[config.mk]
export PLATFORM = sky130hd
export DESIGN_NAME = wrlock_guard
export DESIGN_NICKNAME = d
export VERILOG_FILES = /design/src/rtl/wlg_pkg.sv /design/src/rtl/wlg_key_decode.sv /design/src/rtl/wlg_mode_reg.sv /design/src/rtl/wlg_window_timer.sv /design/src/rtl/wrlock_guard.sv
export SDC_FILE = /design/constraint.sdc
export NUM_CORES = 1
export LEC_CHECK = 0
export BUFFER_PORTS_ARGS = -buffer_cell sky130_fd_sc_hd__buf_4
export CELL_PAD_IN_SITES_DETAIL_PLACEMENT = 2
export CELL_PAD_IN_SITES_GLOBAL_PLACEMENT = 2
export CORE_UTILIZATION = 29
export DETAILED_ROUTE_END_ITERATION = 12
export PLACE_DENSITY = 0.84
export SLEW_MARGIN = 20
export SYNTH_ARGS = -nofsm -noshare
export SYNTH_HDL_FRONTEND = slang
export SYNTH_HIERARCHICAL = 1
export SYNTH_SLANG_ARGS = --single-unit
[constraint.sdc]
create_clock -name clk -period 2.8 [get_ports clk]
set_input_delay 0.14 -clock clk [delete_from_list [all_inputs] [get_ports clk]]
set_output_delay 0.14 -clock clk [all_outputs]
set_load 0.02 [all_outputs]
[src/rtl/wlg_pkg.sv]
package wlg_pkg;
   typedef enum logic [1:0] {
      KEY_NONE  = 2'd0,
      KEY_OPEN  = 2'd1,
      KEY_CLOSE = 2'd2,
      KEY_MODE  = 2'd3
   } key_e;

   localparam int NUM_KEYS = 3;
endpackage

[src/rtl/wlg_key_decode.sv]
module wlg_key_decode #(
   parameter int                PASS_W    = 5,
   parameter logic [PASS_W-1:0] OPEN_KEY  = 5'b10011,
   parameter logic [PASS_W-1:0] CLOSE_KEY = 5'b10101,
   parameter logic [PASS_W-1:0] MODE_KEY  = 5'b11000
) (
   input  logic              we,
   input  logic [PASS_W-1:0] pass,
   output wlg_pkg::key_e     key
);
   import wlg_pkg::*;

   localparam logic [PASS_W-1:0] KEY_TAB [NUM_KEYS] = '{OPEN_KEY, CLOSE_KEY, MODE_KEY};

   logic [NUM_KEYS-1:0] hit;

   for (genvar i = 0; i < NUM_KEYS; i++) begin : g_cmp
      assign hit[i] = we && (pass == KEY_TAB[i]);
   end

   if ((OPEN_KEY == CLOSE_KEY) || (OPEN_KEY == MODE_KEY) || (CLOSE_KEY == MODE_KEY)) begin : g_bad_keys
      $error("wlg_key_decode: keys must be distinct");
   end

   always_comb begin
      unique case (hit)
         3'b001:  key = KEY_OPEN;
         3'b010:  key = KEY_CLOSE;
         3'b100:  key = KEY_MODE;
         default: key = KEY_NONE;
      endcase
   end
endmodule

[src/rtl/wlg_mode_reg.sv]
module wlg_mode_reg #(
   parameter int                MODE_W     = 2,
   parameter logic [MODE_W-1:0] MODE_RESET = '1
) (
   input  logic              clk,
   input  logic              rst_n,
   input  logic              load,
   input  logic [MODE_W-1:0] load_val,
   output logic [MODE_W-1:0] mode,
   output logic              enabled
);
   if (MODE_W < 1) begin : g_bad_w
      $error("wlg_mode_reg: MODE_W must be at least 1");
   end

   always_ff @(posedge clk or negedge rst_n) begin
      if (!rst_n)    mode <= MODE_RESET;
      else if (load) mode <= load_val;
   end

   assign enabled = |mode;

   // mode moves only on its own key
   assert_mode_hold_R8: assert property (@(posedge clk) disable iff (!rst_n)
      !load |=> $stable(mode));
   // mode takes the written low bits
   assert_mode_load_R7: assert property (@(posedge clk) disable iff (!rst_n)
      load |=> (mode == $past(load_val)));
endmodule

[src/rtl/wlg_window_timer.sv]
module wlg_window_timer #(
   parameter int WINDOW_CYCLES = 32,
   localparam int CNT_W = $clog2(WINDOW_CYCLES + 1)
) (
   input  logic clk,
   input  logic rst_n,
   input  logic arm,
   input  logic disarm,
   output logic open
);
   localparam logic [CNT_W-1:0] RELOAD = CNT_W'(WINDOW_CYCLES);

   if (WINDOW_CYCLES < 1) begin : g_bad_win
      $error("wlg_window_timer: WINDOW_CYCLES must be at least 1");
   end

   logic [CNT_W-1:0] cnt;

   always_ff @(posedge clk or negedge rst_n) begin
      if (!rst_n)          cnt <= '0;
      else if (disarm)     cnt <= '0;
      else if (arm)        cnt <= RELOAD;
      else if (cnt != '0)  cnt <= cnt - 1'b1;
   end

   assign open = (cnt != '0);

   // an accepted unlock loads the full window
   assert_window_reload_R6: assert property (@(posedge clk) disable iff (!rst_n)
      (arm && !disarm) |=> (cnt == RELOAD));
   // lock empties the window
   assert_window_shut_R4: assert property (@(posedge clk) disable iff (!rst_n)
      disarm |=> !open);
   // an idle window counts down by one per cycle
   assert_window_step_R5: assert property (@(posedge clk) disable iff (!rst_n)
      (open && !arm && !disarm) |=> (cnt == $past(cnt) - 1'b1));
   // a closed window with no request stays closed
   assert_window_idle_R8: assert property (@(posedge clk) disable iff (!rst_n)
      (!open && !arm) |=> !open);
endmodule

[src/rtl/wrlock_guard.sv]
module wrlock_guard #(
   parameter int WINDOW_CYCLES = 32,
   parameter int DATA_W        = 8,
   parameter int PASS_W        = 5,
   parameter int MODE_W        = 2,
   parameter logic [PASS_W-1:0] OPEN_KEY  = 5'b10011,
   parameter logic [PASS_W-1:0] CLOSE_KEY = 5'b10101,
   parameter logic [PASS_W-1:0] MODE_KEY  = 5'b11000
) (
   input  logic              clk,
   input  logic              rst_n,
   input  logic              key_we,
   input  logic [DATA_W-1:0] key_wdata,
   output logic [DATA_W-1:0] key_rdata,
   output logic              lock_o,
   output logic              wr_allow_o
);
   import wlg_pkg::*;

   localparam int STAT_BIT = MODE_W;
   localparam int PASS_LSB = MODE_W + 1;

   if (PASS_LSB + PASS_W != DATA_W) begin : g_bad_layout
      $error("wrlock_guard: PASS_W + MODE_W + 1 must equal DATA_W");
   end

   key_e              key;
   logic [MODE_W-1:0] mode;
   logic              enabled;
   logic              win_open;

   wlg_key_decode #(
      .PASS_W(PASS_W), .OPEN_KEY(OPEN_KEY), .CLOSE_KEY(CLOSE_KEY), .MODE_KEY(MODE_KEY)
   ) u_dec (
      .we   (key_we),
      .pass (key_wdata[DATA_W-1:PASS_LSB]),
      .key  (key)
   );

   wlg_mode_reg #(.MODE_W(MODE_W), .MODE_RESET('1)) u_mode (
      .clk      (clk),
      .rst_n    (rst_n),
      .load     (key == KEY_MODE),
      .load_val (key_wdata[MODE_W-1:0]),
      .mode     (mode),
      .enabled  (enabled)
   );

   wlg_window_timer #(.WINDOW_CYCLES(WINDOW_CYCLES)) u_win (
      .clk    (clk),
      .rst_n  (rst_n),
      .arm    ((key == KEY_OPEN) && enabled),
      .disarm ((key == KEY_CLOSE) || (key == KEY_MODE)),
      .open   (win_open)
   );

   assign lock_o     = enabled && !win_open;
   assign wr_allow_o = !lock_o;
   assign key_rdata  = {{PASS_W{1'b0}}, lock_o, mode};

   // a disabled guard never locks
   assert_disabled_open_R2: assert property (@(posedge clk) disable iff (!rst_n)
      (mode == '0) |-> (wr_allow_o && !lock_o));
   // a lock write leaves the guard locked or disabled next cycle
   assert_close_locks_R4: assert property (@(posedge clk) disable iff (!rst_n)
      (key_we && key_wdata[DATA_W-1:PASS_LSB] == CLOSE_KEY) |=> (lock_o || mode == '0));
endmodule

==> results.json <==
{
  "status": "complete, no violations",
  "post_synth_num_cell_types": 27,
  "dp.final_hpwl_um": 1170,
  "place_ws_ps": 864,
  "routed_via_density": 4.90,
  "first_global_vias": 519,
  "ys_seq_area_share_pct": 35.4,
  "fp.dieH_um": 46.4,
  "power_leakage_nw": 0.316,
  "crit_path_start": "u_win/cnt[0]$_DFFE_PN0P_",
  "syn-mean-instance-area_um2": 9.22,
  "finish.instance_area_um2": 711,
  "path_clk_slew_ps": 50,
  "synth_seq_cells": 8,
  "rsz0062_at_grt": "no",
  "synth_top_family_by_area": "simple AND/OR/NAND/NOR gates",
  "post_synth_fa_ha_maj_area_fraction_pct": 4.38,
  "rr_startpoint": "u_win/cnt[0]$_DFFE_PN0P_",
  "placement_rows": 15,
  "grt.total_usage_pct": 15.6,
  "timing.final.setup_violations": 0,
  "n_antenna_cell": 0,
  "holdCritPathClass": "in -> reg",
  "critical_path_class": "reg -> out",
  "worstSetupStartpointType": "register",
  "irDropWorstVdd_mv": 0.297,
  "power_density_mw_per_mm2": 781,
  "fin_nets": 92,
  "critical_path_peak_fanout": 4,
  "ys_warn_count": 6,
  "crit_arrival_ps": 1860,
  "die_w_um": 46.4,
  "initialDrtViolationCount": 0,
  "tritoncts": "done",
  "insertion_delay_ps": 260,
  "timing.final.crit_period_ps": 2000,
  "timing.reg2reg.worst_path_depth": 5,
  "finalHoldViolations": 0,
  "post_dp_cell_area_um2": 674,
  "grt_start_max_net_pins": 9,
  "maxSlewViolCount": 0,
  "final_antenna_net_count": 0,
  "fmax_mhz": 500,
  "fp.dieArea_mm2": 0.00215,
  "worst_hold_startpoint": "key_wdata[1]",
  "drt-total-wl_um": 1400,
  "top_level_ports": 21,
  "drive_gt1_share_pct": 34.6,
  "mostFrequentLayoutCell": "sky130_fd_sc_hd__buf_4",
  "start_util_pct": 32.1,
  "fin_worst_skew_ps": 11.6,
  "finish.utilization_pct": 39.9,
  "postLayoutSetupSlackWorst_ps": 799,
  "vias": 505,
  "cts_buffers": 3,
  "min_delay_worst_endpoint": "u_mode/mode[1]$_DFFE_PN1P_",
  "multi_input_area_um2": 324,
  "flow.area_growth_from_synthesis_pct": 24.3,
  "yosys.area_share.xor_xnor_pct": 0,
  "routabilityCongestion": 0.723,
  "cts.sinks": 8,
  "r2r_slack_ps": 1180,
  "buffers_from_clock_root_to_sink_at_most": 2,
  "totalNegativeSetupSlack_ps": 0,
  "post_synth_and_or_nand_nor_area_fraction_pct": 30.2,
  "holdPathStages": 2,
  "clock_tree.root_cell": "sky130_fd_sc_hd__clkbuf_4",
  "required_ps": 2660,
  "drv.max_cap_violation_count": 0,
  "htreeDepth": 1,
  "most-common-layout-cells": "sky130_fd_sc_hd__buf_4 (14), sky130_fd_sc_hd__dfrtp_1 (6), sky130_fd_sc_hd__conb_1 (5), sky130_fd_sc_hd__a21oi_1 (5), sky130_fd_sc_hd__nor3_1 (5)",
  "post_drt_wl_per_cell_um": 13.6,
  "numPortBuffers": 14,
  "fillCellCount": 212,
  "grt_first_pass_wirelength_um": 2280,
  "fin_crit_sh_pct": 71.5,
  "drt_drc_violations_left": 0,
  "ff_latch_area_um2": 203,
  "post_synth_inst_count": 62,
  "detailedRoute.firstPassIterationCount": 1,
  "core_area_mm2": 0.00178,
  "worst_r2r_endpoint": "u_win/cnt[1]$_DFFE_PN0P_",
  "cts-resized-gates": 0,
  "endpoint_kind": "output pin",
  "synth.cell_area_um2": 572,
  "synth-compound-area-share_pct": 14.9,
  "grt_antenna_before_repair": 0,
  "grt_overflow": 0,
  "synth.area.mux_share_pct": 3.94
}
==> logic make-up (layout without fill, tap and decap cells) <==
kind of cell / Yosys count / count (layout)
other cells: 1 / 5
mux: 2 / 2
buf+inv: 10 / 22
simple gates: 27 / 27
compound gates: 12 / 12
flops: 8 / 8
fa+ha+maj: 2 / 2
==> where the power goes <==
part           switching (mW)  internal (mW)
clock                  0.0445         0.0548
sequential             0.0535          0.161
combinational           0.132          0.109
total                   0.230          0.325
==> synth_stat cells (all sizes together) <==
master,n,area [um^2]
nand2,3,11.3
mux2,2,22.5
inv,3,11.3
a211oi,3,32.5
and3b,1,8.76
nand2b,2,12.5
and2,1,7.51
or3b,3,26.3
nor3,5,25.0
dfrtp,6,150
a41oi,1,8.76
nor3b,1,7.51
or2,3,21.3
conb,1,3.75
or4,1,7.51
a21oi,5,25.0
ha,2,25.0
nor2b,3,18.8
nand3b,3,22.5
buf,6,45.0
o41ai,1,8.76
nor2,1,3.75
dfstp,2,52.6
clkbuf,1,3.75
o21ai,2,10.0
==> routing by layer <==
metal / global-route usage (%) / part of all wire, % / vias to the layer above
li1: - / - / 241
met1: 14.7 / 37 / 242
met2: 30.3 / 57 / 20
met3: 6.27 / 6.1 / 2
met4: 3.53 / 0.57 / 0
met5: 0 / 0 / -
==> per-stage QoR <==
step | hold slack [ps] | power [mW] | instances
after floorplan | -156 | 0.384 | 66
after CTS | 114 | 0.564 | 103
after global routing | 110 | 0.609 | 103
final | 120 | 0.555 | 103
after detailed placement | -35.3 | 0.457 | 98
after global placement | -34.9 | 0.436 | 98
==> state kept, by name (all words and copies together) (netlist names) <==
name / cells
u_mode/mode: 2
u_win/cnt: 6
==> worst max-delay path, cell delays in order (launching register included) <==
cell                      delay (ps)
sky130_fd_sc_hd__dfrtp_1         410
sky130_fd_sc_hd__inv_1           140
sky130_fd_sc_hd__ha_1            220
sky130_fd_sc_hd__nor3b_1         330
sky130_fd_sc_hd__nand2_1         170
sky130_fd_sc_hd__nor2b_1         180
sky130_fd_sc_hd__buf_4           170
==> layout make-up <==
cell class,instances,area share (%)
Timing Repair Buffer,15,16.2
Multi-Input combinational cell,48,45.6
Sequential cell,8,28.5
Inverter,3,1.58
Tap cell,25,4.40
Clock buffer,4,3.70
==> worst max path at each step <==
| stage | end | slack [ps] | cells past startpoint |
|---|---|---|---|
| floorplan | key_rdata[2] | 1080 | 6 |
| global placement | u_win/cnt[1]$_DFFE_PN0P_ | 970 | 6 |
| detailed placement | u_win/cnt[1]$_DFFE_PN0P_ | 860 | 6 |
| CTS | lock_o | 780 | 6 |
| global route | lock_o | 680 | 6 |
| finish | lock_o | 800 | 6 |
==> what timing repair did <==
item,CTS,global route
setup buffers,0,0
endpoints found under the setup margin,0,0
hold buffers,1,0
endpoints found under the hold margin,8,0
Note: power is estimated with default switching activity, not from simulation.
